### config.mk
export PLATFORM = sky130hd
export DESIGN_NAME = uart_irq_arbiter
export DESIGN_NICKNAME = d
export VERILOG_FILES = /design/src/rtl/uart_irq_pkg.sv /design/src/rtl/uart_irq_src_track.sv /design/src/rtl/uart_irq_prio.sv /design/src/rtl/uart_irq_arbiter.sv
export SDC_FILE = /design/constraint.sdc
export NUM_CORES = 1
export LEC_CHECK = 0
export ABC_CLOCK_PERIOD_IN_PS = 1400
export BUFFER_PORTS_ARGS = -buffer_cell sky130_fd_sc_hd__clkbuf_2
export CAP_MARGIN = 30
export CORE_AREA = 4 4 41 43
export CTS_CLUSTER_SIZE = 8
export DETAILED_ROUTE_END_ITERATION = 10
export DIE_AREA = 0 0 45 47
export PLACE_DENSITY_LB_ADDON = 0.08
export RECOVER_POWER = 25
export SYNTH_ARGS = -nofsm -noshare
export SYNTH_HDL_FRONTEND = slang
export SYNTH_SLANG_ARGS = --single-unit
### constraint.sdc
create_clock -name clk -period 1.4 [get_ports clk]
set_input_delay 0 -clock clk [delete_from_list [all_inputs] [get_ports clk]]
set_output_delay 0 -clock clk [all_outputs]
set_load 0.05 [all_outputs]
### src/rtl/uart_irq_pkg.sv
package uart_irq_pkg;

    localparam int IEN_W = 4;
    localparam int ID_W  = 4;
    localparam int IIR_W = 8;

    // enable bit positions
    localparam int EN_RX  = 0;
    localparam int EN_TX  = 1;
    localparam int EN_LS  = 2;
    localparam int EN_MS  = 3;

    // identification codes
    localparam logic [ID_W-1:0] ID_NONE = 4'b0001;
    localparam logic [ID_W-1:0] ID_LS   = 4'b0110;
    localparam logic [ID_W-1:0] ID_RDA  = 4'b0100;
    localparam logic [ID_W-1:0] ID_TMO  = 4'b1100;
    localparam logic [ID_W-1:0] ID_THRE = 4'b0010;
    localparam logic [ID_W-1:0] ID_MS   = 4'b0000;

    typedef struct packed {
        logic ls;
        logic tmo;
        logic rda;
        logic thre;
        logic ms;
    } irq_pend_t;

endpackage

### src/rtl/uart_irq_src_track.sv
module uart_irq_src_track
    import uart_irq_pkg::*;
(
    input  logic            clk,
    input  logic            rst_n,
    input  logic            fifo_mode_i,
    input  logic            tx_en_i,
    input  logic            lsr_evt_i,
    input  logic            rx_avail_i,
    input  logic            tmo_evt_i,
    input  logic            thr_empty_i,
    input  logic            msr_evt_i,
    input  logic            lsr_rd_i,
    input  logic            rbr_rd_i,
    input  logic            thr_wr_i,
    input  logic            iir_rd_i,
    input  logic            msr_rd_i,
    input  logic [ID_W-1:0] shown_id_i,
    output irq_pend_t       pend_o
);

    typedef struct packed {
        irq_pend_t pend;
        logic      empty_prev;
        logic      tx_en_prev;
    } track_state_t;

    track_state_t st_q, st_d;
    logic thre_set, thre_clr;

    always_comb begin
        st_d = st_q;

        // line status: sticky until its register is read
        if (lsr_evt_i)      st_d.pend.ls = 1'b1;
        else if (lsr_rd_i)  st_d.pend.ls = 1'b0;

        // received data follows the available level, dropped on a read
        st_d.pend.rda = rx_avail_i & ~rbr_rd_i;

        // timeout exists only in FIFO mode
        if (!fifo_mode_i)   st_d.pend.tmo = 1'b0;
        else if (tmo_evt_i) st_d.pend.tmo = 1'b1;
        else if (rbr_rd_i)  st_d.pend.tmo = 1'b0;

        // transmit empty: edge of the condition or of its enable
        thre_set = (thr_empty_i & ~st_q.empty_prev) |
                   (thr_empty_i & tx_en_i & ~st_q.tx_en_prev);
        thre_clr = thr_wr_i | (iir_rd_i && shown_id_i == ID_THRE);
        if (thre_set)       st_d.pend.thre = 1'b1;
        else if (thre_clr)  st_d.pend.thre = 1'b0;

        // modem status: sticky until its register is read
        if (msr_evt_i)      st_d.pend.ms = 1'b1;
        else if (msr_rd_i)  st_d.pend.ms = 1'b0;

        st_d.empty_prev = thr_empty_i;
        st_d.tx_en_prev = tx_en_i;
    end

    always_ff @(posedge clk or negedge rst_n) begin
        if (!rst_n) begin
            st_q.pend       <= '0;
            st_q.empty_prev <= 1'b1;
            st_q.tx_en_prev <= 1'b0;
        end else begin
            st_q <= st_d;
        end
    end

    assign pend_o = st_q.pend;

    assert_ls_read_clear_R2: assert property (@(posedge clk) disable iff (!rst_n)
        (lsr_rd_i && !lsr_evt_i) |=> !pend_o.ls);
    assert_ls_event_wins_R2: assert property (@(posedge clk) disable iff (!rst_n)
        lsr_evt_i |=> pend_o.ls);
    assert_rda_read_clear_R3: assert property (@(posedge clk) disable iff (!rst_n)
        rbr_rd_i |=> !pend_o.rda);
    assert_tmo_fifo_only_R4: assert property (@(posedge clk) disable iff (!rst_n)
        !fifo_mode_i |=> !pend_o.tmo);
    assert_thre_write_clear_R6: assert property (@(posedge clk) disable iff (!rst_n)
        (thr_wr_i && !thr_empty_i) |=> !pend_o.thre);
    assert_ms_read_clear_R7: assert property (@(posedge clk) disable iff (!rst_n)
        (msr_rd_i && !msr_evt_i) |=> !pend_o.ms);

endmodule

### src/rtl/uart_irq_prio.sv
module uart_irq_prio
    import uart_irq_pkg::*;
(
    input  logic             clk,
    input  logic             rst_n,
    input  irq_pend_t        pend_i,
    input  logic [IEN_W-1:0] ien_i,
    input  logic             fifo_mode_i,
    output logic             irq_o,
    output logic [IIR_W-1:0] iir_o
);

    irq_pend_t       gated;
    logic [ID_W-1:0] id_d;

    always_comb begin
        gated.ls   = pend_i.ls   & ien_i[EN_LS];
        gated.tmo  = pend_i.tmo  & ien_i[EN_RX] & fifo_mode_i;
        gated.rda  = pend_i.rda  & ien_i[EN_RX];
        gated.thre = pend_i.thre & ien_i[EN_TX];
        gated.ms   = pend_i.ms   & ien_i[EN_MS];

        if (gated.ls)        id_d = ID_LS;
        else if (gated.tmo)  id_d = ID_TMO;
        else if (gated.rda)  id_d = ID_RDA;
        else if (gated.thre) id_d = ID_THRE;
        else if (gated.ms)   id_d = ID_MS;
        else                 id_d = ID_NONE;

        irq_o = |gated;
        iir_o = {{2{fifo_mode_i}}, 2'b00, id_d};
    end

    assert_ls_top_R11: assert property (@(posedge clk) disable iff (!rst_n)
        (pend_i.ls && ien_i[EN_LS]) |-> (iir_o[3:0] == ID_LS));
    assert_none_code_R1: assert property (@(posedge clk) disable iff (!rst_n)
        !irq_o |-> (iir_o[3:0] == ID_NONE));
    assert_bit3_fifo_R10: assert property (@(posedge clk) disable iff (!rst_n)
        !fifo_mode_i |-> !iir_o[3]);
    assert_upper_bits_R10: assert property (@(posedge clk) disable iff (!rst_n)
        (iir_o[7:4] == {{2{fifo_mode_i}}, 2'b00}));
    assert_disabled_silent_R8: assert property (@(posedge clk) disable iff (!rst_n)
        (ien_i == '0) |-> !irq_o);

endmodule

### src/rtl/uart_irq_arbiter.sv
module uart_irq_arbiter
    import uart_irq_pkg::*;
(
    input  logic             clk,
    input  logic             rst_n,
    input  logic             fifo_mode_i,
    input  logic [IEN_W-1:0] ien_i,
    input  logic             lsr_evt_i,
    input  logic             rx_avail_i,
    input  logic             tmo_evt_i,
    input  logic             thr_empty_i,
    input  logic             msr_evt_i,
    input  logic             lsr_rd_i,
    input  logic             rbr_rd_i,
    input  logic             thr_wr_i,
    input  logic             iir_rd_i,
    input  logic             msr_rd_i,
    output logic             irq_o,
    output logic [IIR_W-1:0] iir_o
);

    irq_pend_t pend;

    uart_irq_src_track track_i (
        .clk         (clk),
        .rst_n       (rst_n),
        .fifo_mode_i (fifo_mode_i),
        .tx_en_i     (ien_i[EN_TX]),
        .lsr_evt_i   (lsr_evt_i),
        .rx_avail_i  (rx_avail_i),
        .tmo_evt_i   (tmo_evt_i),
        .thr_empty_i (thr_empty_i),
        .msr_evt_i   (msr_evt_i),
        .lsr_rd_i    (lsr_rd_i),
        .rbr_rd_i    (rbr_rd_i),
        .thr_wr_i    (thr_wr_i),
        .iir_rd_i    (iir_rd_i),
        .msr_rd_i    (msr_rd_i),
        .shown_id_i  (iir_o[ID_W-1:0]),
        .pend_o      (pend)
    );

    uart_irq_prio prio_i (
        .clk         (clk),
        .rst_n       (rst_n),
        .pend_i      (pend),
        .ien_i       (ien_i),
        .fifo_mode_i (fifo_mode_i),
        .irq_o       (irq_o),
        .iir_o       (iir_o)
    );

    assert_irq_vs_id_R9: assert property (@(posedge clk) disable iff (!rst_n)
        irq_o != iir_o[0]);

endmodule

* Word level (Yosys, flattened, before mapping)
Index checks and enable logic that the tools add are counted.
** Word-level totals
- Register bits after elaboration :: 7
- Bits of input ports :: 17
- Output and inout bits :: 9
- Word-level logic and storage cells :: 43
** Operators by class
- Equality and inequality tests :: 2
- Muxes and demuxes :: 14
- Bitwise logic cells :: 15
- Reduce and logical (&&, ||, !) cells :: 5
** Operators with widths (number)
- 2-to-1 mux 4 bit :: 4
- bitwise AND 1 bit :: 10
- 2-to-1 mux 1 bit :: 10
- nonzero test 2 bit :: 3
- OR reduction 5 bit :: 1
- == test 4 x 2 -> 1 bit, second input constant :: 1
- != test 3 x 1 -> 1 bit, second input constant :: 1
- inverter 1 bit :: 3
- bitwise OR 1 bit :: 2
- logical AND 1 bit :: 1

* Logic depth before layout (Yosys ltp)
Gate-level depths: netlist (run 1).
- Depth after elaboration :: 11
- Gate-level depth with buffers :: 3
- Depth with buffers taken out :: 3

* By module
A second synthesis (run 1) with hierarchy kept.
** Second synthesis, totals
- Cells, all modules :: 42
- Area total of the unflattened synthesis :: 404.1 µm²
** By module, submodules not included
- uart_irq_src_track :: times used 1, cells an instance 25, area an instance 297.8 µm², sequential area each 176.4 µm²
- uart_irq_prio :: times used 1, cells an instance 17, area an instance 106.4 µm², sequential area each 0.0 µm²

* Least setup slack after synthesis (run 1)
OpenSTA, ideal clock, no wires.
- Path type :: reg2out
- Start :: register, netlist name track_i.pend_o[4]
- End :: output iir_o[0]
- Arrival time :: 2078 ps
- Required time :: 1400 ps
- Path slack :: -678 ps
- Stages on the path, launching flop included :: 4
- Path buffers :: 0
- Cell sequence :: dfrtp_1 -> a22oi_2 -> nand2_2 -> a221oi_1
** Between the ends
- Word-level cells in the longest chain between the ends :: 2
** Ends and longest elaborated chain
- bitwise AND 1 bit :: RTL line uart_irq_prio.sv:17 : gated.ls = pend_i.ls & ien_i[EN_LS];
- 2-to-1 mux 4 bit :: RTL line uart_irq_prio.sv:23 : if (gated.ls) id_d = ID_LS;
- to (decl) :: RTL line uart_irq_arbiter.sv:19 : output logic [IIR_W-1:0] iir_o
No other way between the ends.

* Worst setup path after layout (run 1)
- Start :: register, netlist name track_i.pend_o[4]
- End :: output irq_o
** Between the ends
- Word-level cells in the longest chain between the ends :: 2
** Ends and longest elaborated chain
- bitwise AND 1 bit :: RTL line uart_irq_prio.sv:17
- OR reduction 5 bit :: RTL line uart_irq_prio.sv:30 : irq_o = |gated;
- to (decl) :: RTL line uart_irq_arbiter.sv:18 : output logic irq_o,
No other way between the ends.

==> results of run 1 <==
-- area by class of cell --
| class | count | area [µm²] | share of cell area |
|---|---|---|---|
| inverter | 4 | 15.01 | 0.02367 |
| clock buffer | 4 | 26.28 | 0.04142 |
| tap | 15 | 18.77 | 0.02959 |
| sequential | 7 | 176.4 | 0.2781 |
| timing repair buffer | 35 | 245.2 | 0.3866 |
| multi-input combinational | 19 | 152.6 | 0.2406 |
-- layer usage --
layer,track usage,share of wire
met1,0.1402,0.42
met2,0.1441,0.45
met3,0.06130,0.13
met4,0.01754,0
met5,0,0
-- cells in the final DEF (no fill, tap or decap), types with 2 or more instances in the layout --
| cell | instances |
|---|---|
| clkbuf_2 | 20 |
| dlygate4sd3_1 | 10 |
| dfrtp_1 | 6 |
| inv_1 | 4 |
| clkbuf_4 | 3 |
| a21o_1 | 2 |
| nor2b_1 | 2 |
| conb_1 | 2 |
| clkbuf_1 | 2 |
| buf_4 | 2 |
-- metrics by stage --
stage / total power, mW / setup slack [ns] / instances / setup TNS (ns) / util
after floorplan: 0.3464 / 0.01906 / 34 / 0 / -
final: 0.6180 / -0.008948 / 84 / -0.008948 / 0.4875
after global placement: 0.3890 / 0.1889 / 68 / 0 / 0.3673
after detailed placement: 0.3905 / 0.1690 / 68 / 0 / 0.3673
after CTS: 0.6221 / -0.008621 / 83 / -0.008621 / 0.4788
after global routing: 0.6648 / -0.1021 / 84 / -0.1357 / 0.4875
-- flip-flops by register name, summed over array words and instances (netlist names) --
signal / count
track_i.st_q: 2
track_i.pend_o: 5
-- timing repair --
| action | 4_1_cts | 5_1_grt |
|---|---|---|
| setup buffers | 1 | 1 |
| hold buffers | 10 | 0 |
| setup endpoints to repair | 2 | 3 |
| pin swaps | 1 | 0 |
| gates resized for setup | 3 | 3 |
| hold endpoints to repair | 14 | 0 |
-- worst min-delay path by stage --
stage	end	slack [ns]	depth (start not counted)
5_1_grt	track_i.pend_o[3]	0.02	2
3_5_place_dp	track_i.st_q[0]	-0.15	1
2_1_floorplan	track_i.pend_o[0]	-0.30	0
4_1_cts	track_i.pend_o[3]	0.008	2
3_3_place_gp	track_i.pend_o[2]	-0.15	1
6_report	track_i.pend_o[3]	0.01	2
-- power breakdown --
| group | internal (mW) | total (mW) | switching (mW) |
|---|---|---|---|
| combinational | 0.0854 | 0.199 | 0.114 |
| clock | 0.109 | 0.190 | 0.0810 |
| sequential | 0.217 | 0.229 | 0.0120 |
| total | 0.411 | 0.618 | 0.207 |
-- kinds of logic (layout without fill, tap and decap cells) --
family	Yosys count	count (layout)
AO/OA/AOI/OAI	11	11
other	1	2
AND/OR/NAND/NOR	6	6
buffers and inverters	8	43
flip-flops	7	7
==> impl_metrics.json, run 1 <==
{
  "synth_xor_area_frac": 0,
  "avgSynthCellArea_um2": 10.69,
  "slew_violations": 0,
  "holdWs_ns": 0.01451,
  "hold_viol": 0,
  "finalCritPeriodShare": 1.006,
  "crit_type": "flop to output port",
  "r2r-end": "track_i.pend_o[4]",
  "min_period_ns": 1.409,
  "r2r_setup_slack_ns": 0.03,
  "critical_path_buf_inv_count": 1,
  "vias": 372,
  "grt_start_max_net_pins": 8,
  "cts_buffers": 3,
  "fmaxAchievable_ghz": 0.7097,
  "area_growth_pct": 79.79,
  "cp-startpoint": "track_i.pend_o[4]",
  "synth_top_area_frac": 0.4255,
  "dpl_cell_area_um2": 478.0,
  "cts_sinks": 7,
  "muxShareOfSynthArea": 0,
  "cp_top_family": "compound AO/OA/AOI/OAI gates",
  "yosys_warnings": 0,
  "wl_per_cell_um": 11.01,
  "synthFlopType": "dfrtp_1",
  "grt.total_usage": 0.1037,
  "vias_per_cell": 4.429,
  "clk_pin_slew_worst_paths_ns": 0.06,
  "worstSetupEndpoint": "irq_o",
  "synth_area_um2": 352.8,
  "cp_num_cells": 4,
  "drive_gt1_frac": 0.4783,
  "layout.nets": 87,
  "dr.pass1.iters": 4,
  "synth_compound_area_frac": 0.2660,
  "antenna_found_initial": 0,
  "htree_levels": 1,
  "worstPathMaxFanout": 3,
  "synth_top_family_by_area": "compound AO/OA/AOI/OAI gates",
  "place_hpwl_um": 680,
  "synth.largest_area_cell": "dfrtp_1",
  "fillers": 131,
  "io_pins": 26,
  "drc_errors": 0,
  "slowest_stage": "dfrtp_1",
  "start_util": 0.2712,
  "synth-adder-area-share": 0,
  "die_w_um": 45,
  "fp.coreArea_um2": 1301,
  "violations": "negative setup slack",
  "r2r-start": "track_i.pend_o[4]",
  "power.leakage_nw": 0.3294,
  "die_y_um": 47,
  "globalplace.congestion": 0.7313,
  "overflow": 0,
  "cts_buffer_depth": 2,
  "drt.antenna.violating_nets": 0,
  "rsz0062_at_grt": "yes",
  "synth.top_cells.by_count": "6 x dfrtp_1, 4 x buf_4, 4 x inv_1",
  "setup_ws_ns": -0.008948,
  "ys_ff_latch": 7,
  "io_buffers": 23,
  "yosysMostFrequentCell": "dfrtp_1",
  "synth_simple_gate_area_frac": 0.09574,
  "antenna_cells": 0,
  "drt_iter0_markers": 2,
  "status": "finished, violations left",
  "synth-edff-count": 0,
  "netlist_top_cells_area": "dfrtp_1 43%, buf_4 8.5%, dfstp_2 7.4%",
  "tritoncts": "built",
  "peakVddDrop_uv": 588.7,
  "end_kind": "output port",
  "die-area_um2": 2115,
  "reg2regPathDepth": 3,
  "fp-row-count": 13,
  "grt_first_pass_wirelength_um": 1531,
  "netlist_instances": 33,
  "max_stage_delay_ns": 0.39,
  "min_path_type": "input pin to flop",
  "fin_area_um2": 634.4,
  "yosysUniqueCellTypes": 20,
  "startpoint_type": "flop",
  "hp-start": "fifo_mode_i",
  "grt_pass1_vias": 367,
  "maxCapViolCount": 0,
  "fin_worst_skew_ns": 0.004421,
  "p_per_area_nw_per_um2": 974.3,
  "setup_violations": 1,
  "worstPathArrival_ns": 1.41,
  "finalWirelength_um": 925,
  "synth_seq_area_share": 0.5000,
  "clock_latency_ns": 0.25,
  "crit_chain": "a22oi_2 > nand2_2 > a221o_1 > buf_8",
  "root_buffer": "clkbuf_4",
  "crit_required_ns": 1.40,
  "synthArstFlopShare": 1.000
}
Note: power is estimated with default switching activity, not from simulation.
==> run 2: changes to the inputs <==
--- a/config.mk
+++ b/config.mk
@@ -13,7 +13,7 @@
 export DETAILED_ROUTE_END_ITERATION = 10
 export DIE_AREA = 0 0 45 47
 export PLACE_DENSITY_LB_ADDON = 0.08
-export RECOVER_POWER = 25
+export RECOVER_POWER = 100
 export SYNTH_ARGS = -nofsm -noshare
 export SYNTH_HDL_FRONTEND = slang
 export SYNTH_SLANG_ARGS = --single-unit
==> impl_metrics.json, run 2 (synthesized netlist as in run 1, its figures left out) <==
{
  "end_kind": "output port",
  "area_growth_pct": 78.01,
  "route.met3.wl_um": 123,
  "place_inst": 68,
  "setup_violations": 1,
  "place_hpwl_um": 680,
  "clk_pin_slew_worst_paths_ns": 0.06,
  "crit_required_ns": 1.40,
  "final_cell_mix": "15 x clkbuf_2, 10 x dlygate4sd3_1, 7 x clkbuf_1",
  "met1_length_um": 394,
  "dr.pass1.iters": 4,
  "fmaxAchievable_ghz": 0.7089,
  "drt.antenna.violating_nets": 0,
  "die-area_um2": 2115,
  "drive_gt1_frac": 0.4058,
  "drt_iter0_markers": 2,
  "tritoncts": "built",
  "slew_violations": 0,
  "overflow": 0,
  "hold_viol": 0,
  "worst_pin_slew_ns": 0.5982,
  "maxSlewHeadroom": 0.6029,
  "drc_errors": 0,
  "holdWs_ns": 0.01368,
  "vias": 373,
  "startpoint_type": "flop",
  "setup_tns_ns": -0.01069,
  "fin_worst_skew_ns": 0.004426,
  "die_y_um": 47,
  "clock_latency_ns": 0.25,
  "antenna_cells": 0,
  "cts_buffers": 3,
  "wl_per_cell_um": 11.08,
  "antenna_found_initial": 0,
  "fp.coreArea_um2": 1301,
  "top_layer_used": "met3",
  "io_pins": 26,
  "globalplace.congestion": 0.7313,
  "finalWirelength_um": 931,
  "layout.nets": 87,
  "min_period_ns": 1.411,
  "p_per_area_nw_per_um2": 980.8,
  "crit_type": "flop to output port",
  "finalCritPeriodShare": 1.008,
  "grt_start_max_net_pins": 8,
  "largest_reg_flops": 5,
  "worstPathMaxFanout": 3,
  "peakVddDrop_uv": 588.1,
  "min_path_type": "input pin to flop",
  "die_w_um": 45,
  "setup_ws_ns": -0.01069,
  "grt_first_pass_wirelength_um": 1531,
  "rsz0062_at_grt": "yes",
  "power_mw": 0.6160,
  "grt.total_usage": 0.1037,
  "grt_pass1_vias": 367,
  "cts_sinks": 7,
  "htree_levels": 1,
  "io_buffers": 23,
  "vias_per_cell": 4.440,
  "cts_buffer_depth": 2,
  "final_cells": 84,
  "violations": "negative setup slack",
  "root_buffer": "clkbuf_4",
  "worstPathArrival_ns": 1.41,
  "fp-row-count": 13,
  "power.leakage_nw": 0.3146,
  "r2r_setup_slack_ns": 0.03,
  "dr_wl_met2_um": 412,
  "maxCapViolCount": 0,
  "final_common_cell": "clkbuf_2",
  "start_util": 0.2712,
  "status": "finished, violations left"
}
## run 2: cell counts in the layout (fill, tap and decap cells not counted)
Identical to the previous run, type by type.
## run 2: path summary, 6_finish.rpt
path                              startpoint                end  cells past startpoint
setup / recovery           track_i.pend_o[4]              irq_o                      4
min in group asynchronous              rst_n  track_i.pend_o[0]                      2
max in group asynchronous              rst_n    track_i.st_q[1]                      2
hold reg to reg              track_i.st_q[1]  track_i.pend_o[1]                      2
hold / removal                   fifo_mode_i  track_i.pend_o[3]                      2
setup reg to reg           track_i.pend_o[4]  track_i.pend_o[4]                      3
## run 2: repair_timing
| action | CTS | global route |
|---|---|---|
| hold buffers | 10 | 0 |
| pin swaps | 1 | 0 |
| cloned | 0 | 0 |
| endpoints found under the hold margin | 14 | 0 |
| gates resized for setup | 3 | 3 |
| setup endpoints to repair | 2 | 3 |
| buffers inserted | 1 | 1 |
## run 2: worst max-delay path, stage by stage, from the launching register on
cell and delay [ns]:
dfrtp_1 0.39, a22oi_2 0.19, nand2_2 0.11, a221o_1 0.31, buf_8 0.16
## run 2: final cells by class
class / instances / area [µm²]
clock buffers: 4 / 26.28
repair buffers: 35 / 239.0
inverters: 4 / 15.01
fillers: 133 / 673.1
multi-input cells: 19 / 152.6
flip-flops and latches: 7 / 176.4
well taps: 15 / 18.77
## run 2: layer usage
layer,global-route usage,up-vias
li1,-,186
met1,0.1402,163
met2,0.1441,24
met3,0.06130,0
met4,0.01754,0
met5,0,-
## run 2: metrics by stage
step	util	cell area, µm²	worst slack, ns
final	0.4827	628.1	-0.01069
after global placement	0.3673	478.0	0.1889
after CTS	0.4788	623.1	-0.008621
after detailed placement	0.3673	478.0	0.1690
after global routing	0.4827	628.1	-0.1021
after floorplan	-	374.1	0.01906
## run 2: power breakdown
part           switching (mW)  internal (mW)
Clock                  0.0809          0.109
Combinational           0.114         0.0835
Sequential             0.0121          0.217
Total                   0.207          0.409
